File: src/rtl/irq_arb_pkg.sv
package irq_arb_pkg;
  localparam int LVL_W   = 2;
  localparam int NUM_LVL = 1 << LVL_W;
  typedef logic [LVL_W-1:0] lvl_t;
endpackage

File: src/rtl/irq_level_decode.sv
// Forms each source's level from its two priority bits and builds one
// eligibility mask per level.
module irq_level_decode
  import irq_arb_pkg::*;
#(
  parameter int NUM_SRC = 8
) (
  input  logic [NUM_SRC-1:0]              req_i,
  input  logic [NUM_SRC-1:0]              src_en_i,
  input  logic                            glb_en_i,
  input  logic [NUM_SRC-1:0]              prio_lo_i,
  input  logic [NUM_SRC-1:0]              prio_hi_i,
  output logic [NUM_LVL-1:0][NUM_SRC-1:0] lvl_mask_o
);
  logic [NUM_SRC-1:0] elig;

  for (genvar s = 0; s < NUM_SRC; s++) begin : g_src
    lvl_t src_lvl;
    assign src_lvl  = {prio_hi_i[s], prio_lo_i[s]};
    assign elig[s]  = req_i[s] & src_en_i[s] & glb_en_i;
    for (genvar l = 0; l < NUM_LVL; l++) begin : g_lvl
      assign lvl_mask_o[l][s] = elig[s] && (src_lvl == lvl_t'(l));
    end
  end
endmodule

File: src/rtl/irq_pick.sv
// Highest non-empty level wins; within it the lowest index wins.
module irq_pick
  import irq_arb_pkg::*;
#(
  parameter  int NUM_SRC = 8,
  localparam int IDX_W   = (NUM_SRC > 1) ? $clog2(NUM_SRC) : 1
) (
  input  logic [NUM_LVL-1:0][NUM_SRC-1:0] lvl_mask_i,
  output logic                            hit_o,
  output lvl_t                            win_lvl_o,
  output logic [IDX_W-1:0]                win_idx_o
);
  always_comb begin
    hit_o     = 1'b0;
    win_lvl_o = '0;
    win_idx_o = '0;
    for (int l = 0; l < NUM_LVL; l++) begin
      if (|lvl_mask_i[l]) begin
        hit_o     = 1'b1;
        win_lvl_o = lvl_t'(l);
        for (int s = NUM_SRC - 1; s >= 0; s--) begin
          if (lvl_mask_i[l][s]) win_idx_o = IDX_W'(s);
        end
      end
    end
  end
endmodule

File: src/rtl/irq_nest_stack.sv
// Register stack of in-service levels.
module irq_nest_stack
  import irq_arb_pkg::*;
#(
  parameter  int DEPTH = 4,
  localparam int CNT_W = $clog2(DEPTH + 1)
) (
  input  logic clk,
  input  logic rst,
  input  logic push_i,
  input  lvl_t push_lvl_i,
  input  logic pop_i,
  output lvl_t top_lvl_o,
  output logic nonempty_o,
  output logic full_o
);
  lvl_t             lvl_q [DEPTH];
  logic [CNT_W-1:0] cnt_q;

  assign nonempty_o = (cnt_q != '0);
  assign full_o     = (cnt_q == CNT_W'(DEPTH));

  for (genvar i = 0; i < DEPTH; i++) begin : g_ent
    always_ff @(posedge clk) begin
      if (rst) lvl_q[i] <= '0;
      else if (push_i && !full_o && cnt_q == CNT_W'(i)) lvl_q[i] <= push_lvl_i;
    end
  end

  always_ff @(posedge clk) begin
    if (rst) cnt_q <= '0;
    else if (push_i && !full_o) cnt_q <= cnt_q + 1'b1;
    else if (pop_i && nonempty_o) cnt_q <= cnt_q - 1'b1;
  end

  always_comb begin
    top_lvl_o = '0;
    for (int i = 0; i < DEPTH; i++) begin
      if (cnt_q == CNT_W'(i + 1)) top_lvl_o = lvl_q[i];
    end
  end


  no_overflow_chk: assert property (@(posedge clk) disable iff (rst)
    push_i |-> !full_o);

  pop_empty_chk: assert property (@(posedge clk) disable iff (rst)
    (pop_i && !push_i && !nonempty_o) |=> !nonempty_o);

  push_order_chk: assert property (@(posedge clk) disable iff (rst)
    (push_i && nonempty_o) |-> (push_lvl_i > top_lvl_o));
endmodule

File: src/rtl/irq_prio_arbiter.sv
module irq_prio_arbiter
  import irq_arb_pkg::*;
#(
  parameter  int NUM_SRC     = 8,
  parameter  int STACK_DEPTH = 4,
  localparam int IDX_W       = (NUM_SRC > 1) ? $clog2(NUM_SRC) : 1
) (
  input  logic               clk,
  input  logic               rst,
  input  logic [NUM_SRC-1:0] req_i,
  input  logic [NUM_SRC-1:0] src_en_i,
  input  logic               glb_en_i,
  input  logic [NUM_SRC-1:0] prio_lo_i,
  input  logic [NUM_SRC-1:0] prio_hi_i,
  input  logic               rti_i,
  output logic               take_o,
  output logic [IDX_W-1:0]   take_src_o,
  output logic [LVL_W-1:0]   cur_lvl_o,
  output logic               in_service_o
);
  logic [NUM_LVL-1:0][NUM_SRC-1:0] lvl_mask;
  logic                            hit;
  lvl_t                            win_lvl;
  logic [IDX_W-1:0]                win_idx;
  lvl_t                            top_lvl;
  logic                            nonempty, full, grant;
  logic                            take_q;
  logic [IDX_W-1:0]                src_q;

  irq_level_decode #(.NUM_SRC(NUM_SRC)) u_dec (
    .req_i(req_i), .src_en_i(src_en_i), .glb_en_i(glb_en_i),
    .prio_lo_i(prio_lo_i), .prio_hi_i(prio_hi_i), .lvl_mask_o(lvl_mask)
  );

  irq_pick #(.NUM_SRC(NUM_SRC)) u_pick (
    .lvl_mask_i(lvl_mask), .hit_o(hit), .win_lvl_o(win_lvl), .win_idx_o(win_idx)
  );

  // Strict preemption, no take during a return cycle.
  assign grant = hit && !rti_i && !full && (!nonempty || (win_lvl > top_lvl));

  irq_nest_stack #(.DEPTH(STACK_DEPTH)) u_stk (
    .clk(clk), .rst(rst), .push_i(grant), .push_lvl_i(win_lvl),
    .pop_i(rti_i), .top_lvl_o(top_lvl), .nonempty_o(nonempty), .full_o(full)
  );

  always_ff @(posedge clk) begin
    if (rst) begin
      take_q <= 1'b0;
      src_q  <= '0;
    end else begin
      take_q <= grant;
      if (grant) src_q <= win_idx;
    end
  end

  assign take_o       = take_q;
  assign take_src_o   = src_q;
  assign cur_lvl_o    = top_lvl;
  assign in_service_o = nonempty;


  take_marks_service_chk: assert property (@(posedge clk) disable iff (rst)
    take_o |-> in_service_o);

  strict_preempt_chk: assert property (@(posedge clk) disable iff (rst)
    (take_o && $past(in_service_o)) |-> (cur_lvl_o > $past(cur_lvl_o)));

  top_level_block_chk: assert property (@(posedge clk) disable iff (rst)
    (in_service_o && cur_lvl_o == 2'd3) |=> !take_o);

  rti_no_take_chk: assert property (@(posedge clk) disable iff (rst)
    rti_i |=> !take_o);

  glb_gate_chk: assert property (@(posedge clk) disable iff (rst)
    !glb_en_i |=> !take_o);
endmodule

File: config.mk
export PLATFORM = sky130hd
export DESIGN_NAME = irq_prio_arbiter
export DESIGN_NICKNAME = d
export VERILOG_FILES = /design/src/rtl/irq_arb_pkg.sv /design/src/rtl/irq_level_decode.sv /design/src/rtl/irq_pick.sv /design/src/rtl/irq_nest_stack.sv /design/src/rtl/irq_prio_arbiter.sv
export SDC_FILE = /design/constraint.sdc
export NUM_CORES = 1
export LEC_CHECK = 0
export BUFFER_PORTS_ARGS = -buffer_cell sky130_fd_sc_hd__buf_2
export CAP_MARGIN = 20
export CORE_ASPECT_RATIO = 2
export CORE_MARGIN = 1.5
export CORE_UTILIZATION = 40
export DETAILED_ROUTE_END_ITERATION = 7
export GPL_TIMING_DRIVEN = 0
export SLEW_MARGIN = 20
export SYNTH_ARGS = -nofsm -noshare
export SYNTH_HDL_FRONTEND = slang
export SYNTH_SLANG_ARGS = --single-unit
File: constraint.sdc
create_clock -name clk -period 5.75 [get_ports clk]
set_clock_uncertainty 0.2 [all_clocks]
set_input_delay 0.2875 -clock clk [delete_from_list [all_inputs] [get_ports clk]]
set_output_delay 0.2875 -clock clk [all_outputs]
set_load 0.005 [all_outputs]
==> reports/qor.yml <==
crit_chain: "inv_1, ha_1, nor2_1, a21oi_1, nor2_1, a21oi_1, nor2_1, a221oi_1, ha_1, a21oi_1, o21ai_0, a21oi_1, o41ai_4, buf_4, o21bai_1"
holdPathStages: 2
hold_class: "primary input to flip-flop"
die_w_um: 49.1
setup_viol: 0
drive_above_1_share: 0.222
critPathKind: "flip-flop to flip-flop"
seq_area_frac_synth: 0.224
syn-num-nets: 261
diodes: 0
worst_slew_pin_slew_ns: 0.449
drtAntennaViolNets: 0
numCtsBuffers: 3
fmax_mhz: 291
cts_resized: 0
leakage_uw: 0.000793
hold_path_end: "take_src_o[2]"
grt_pass1_vias: 1804
grt-ovfl-total: 0
htreeDepth: 1
p_seq_frac: 0.296
vias: 1869
slowest_stage: "dfxtp_1"
r2r_cells: 15
synthCells: 217
cts_tree: "built"
pwr-share-comb: 0.533
initial_utilization: 0.415
ir_drop_mv: 0.103
outcome: "complete, no violations"
rows: 33
p_int_uw: 292
min-delay-start: "rst"
dp.cells: 305
syn-cell-area_um2: 1700
critical_path.endpoint_type: "flip-flop"
crit_top_cell: "a21oi_1"
cp-start-kind: "flip-flop"
rsz0062_at_grt: "no"
clock_latency_ns: 0.25
clk_pin_slew_ns: 0.06
drv_slew: 0
wl_per_cell_um: 17.0
stdcell_count: 309
fin_crit_ns: 3.44
die_y_um: 95.1
grt_usage: 0.234
cts.sinks: 15
portBuffers: 36
required_ns: 5.49
via_per_inst: 6.05
power_switching_share: 0.413
clock_power_share: 0.171
arrival_ns: 3.18
switching_power_uw: 206
first_iter_violations: 66
finalHoldViolCount: 0
ctsLongestPathBuffers: 2
grt_pass1_wl_mm: 8.28
r2r-start: "u_stk.cnt_q[0]"
crit_fanout: 10
min_period_over_period: 0.598
power-per-cell-area_nw_per_um2: 250
grt_max_degree: 11
ys_async_sr_fraction: 0
core_um2: 4090
tns_ns: 0
drtPass1Iterations: 4
syn_to_final_growth_pct: 17.1
drc: 0
avgSynthCellArea_um2: 7.82
synth_seq_cells: 15
crit_path_max_incr_delay_ns: 0.32
ff2ff_setup_slack_ns: 2.31
root_buffer: "clkbuf_8"
grt_antenna_before_repair: 0
synth_edf_count: 8
io_pins: 43
synth_ff_type: "edfxtp_1"
wl_mm: 5.26
hold_buffers: 0
cts_setup_buffers: 0
cap_violations: 0
crit_buf_inv: 2
gp_congestion: 0.862
yosysWarnings: 0
nets: 302
die_area_um2: 4670
path_delay_family: "compound AO/OA/AOI/OAI gates"
rr_endpoint: "u_stk.lvl_q[1][0]"
slew_headroom: 0.700
dp_hpwl_mm: 4.47
synth_cell_types: 60
-- per-layer routing --
metal | part of all wire | vias to the layer above | track usage
met3 | 0.014 | 9 | 0.0110
met2 | 0.62 | 38 | 0.538
met5 | 0 | - | 0
met1 | 0.33 | 890 | 0.188
li1 | - | 932 | -
met4 | 0.028 | 0 | 0.0929
-- Yosys cell counts (3+ instances only) --
cell | instances | area (um^2)
nand3_1 | 5 | 25.0
a21oi_1 | 13 | 65.1
ha_1 | 8 | 100
nand4b_1 | 6 | 52.6
and4_1 | 6 | 52.6
dfxtp_1 | 7 | 140
buf_2 | 4 | 20.0
o21ai_0 | 6 | 30.0
clkbuf_1 | 3 | 11.3
nor2_1 | 35 | 131
o21bai_1 | 4 | 30.0
a22oi_1 | 5 | 37.5
edfxtp_1 | 8 | 240
o22ai_1 | 7 | 43.8
nand2_1 | 20 | 75.1
and4b_1 | 4 | 40.0
nand4_1 | 8 | 50.1
inv_1 | 9 | 33.8
-- stage by stage --
step | util | instance area (um^2) | hold slack, ns | power [uW] | worst slack [ns]
after floorplan | - | 1700 | 0.183 | 334 | 2.79
after CTS | 0.486 | 1990 | 0.0953 | 503 | 2.27
after global placement | 0.475 | 1940 | 0.251 | 415 | 2.30
final | 0.486 | 1990 | 0.0939 | 498 | 2.31
after detailed placement | 0.475 | 1940 | 0.244 | 417 | 2.32
after global routing | 0.486 | 1990 | 0.107 | 542 | 1.95
-- layout by cell type (no fill, tap or decap), types with 3 or more instances in the layout --
master    Yosys  routed
nand4_1       8       8
edfxtp_1      8       8
inv_1         9       9
o21bai_1      4       4
nand2_1      20      20
and4b_1       4       4
and4_1        6       6
a22oi_1       5       5
nand4b_1      6       6
clkbuf_1      3       4
o21ai_0       6       6
o22ai_1       7       7
nand3_1       5       5
ha_1          8       8
dfxtp_1       7       7
a21oi_1      13      13
clkbuf_8      0       3
buf_2         4      40
nor2_1       35      35
-- flip-flops by register name, summed over array words and instances (netlist names) --
name and cells:
u_stk.lvl_q 8, take_o 1, take_src_o 3, u_stk.cnt_q 3
-- power by group through the flow --
stage                     sequential (uW)  combinational [uW]  clock (uW)
after global routing                  150                 302        90.0
final                                 147                 265        85.3
after detailed placement              150                 267           0
after global placement                149                 265           0
after floorplan                       148                 187           0
after CTS                             147                 269        86.7
-- worst max path at each step --
stage | start | end | slack (ns) | cells after the start
5_1_grt | u_stk.cnt_q[0] | u_stk.lvl_q[3][1] | 1.95 | 16
2_1_floorplan | u_stk.cnt_q[1] | u_stk.lvl_q[1][0] | 2.79 | 16
3_5_place_dp | u_stk.cnt_q[0] | u_stk.lvl_q[3][1] | 2.32 | 15
3_3_place_gp | u_stk.cnt_q[0] | u_stk.lvl_q[3][0] | 2.30 | 15
4_1_cts | u_stk.cnt_q[0] | u_stk.lvl_q[3][1] | 2.27 | 15
6_report | u_stk.cnt_q[0] | u_stk.lvl_q[1][0] | 2.31 | 15
-- area by class of cell --
type	instances	area, um^2
clock buffers	4	45.0
plain buffers	10	57.6
fillers	434	2100
well taps	52	65.1
flip-flops and latches	15	380
multi-input cells	183	1230
inverters	9	33.8
repair buffers	36	180
-- logic make-up (layout without fill, tap and decap cells) --
family / count (synthesis) / after routing / share of synthesized area
AO/OA/AOI/OAI: 70 / 70 / 0.312
adder cells (fa/ha/maj): 8 / 8 / 0.0590
AND/OR/NAND/NOR: 104 / 104 / 0.346
flip-flops: 15 / 15 / 0.224
XOR/XNOR: 1 / 1 / 0.00516
buffers and inverters: 19 / 59 / 0.0538
No activity file was read; power rests on OpenSTA's default activity.
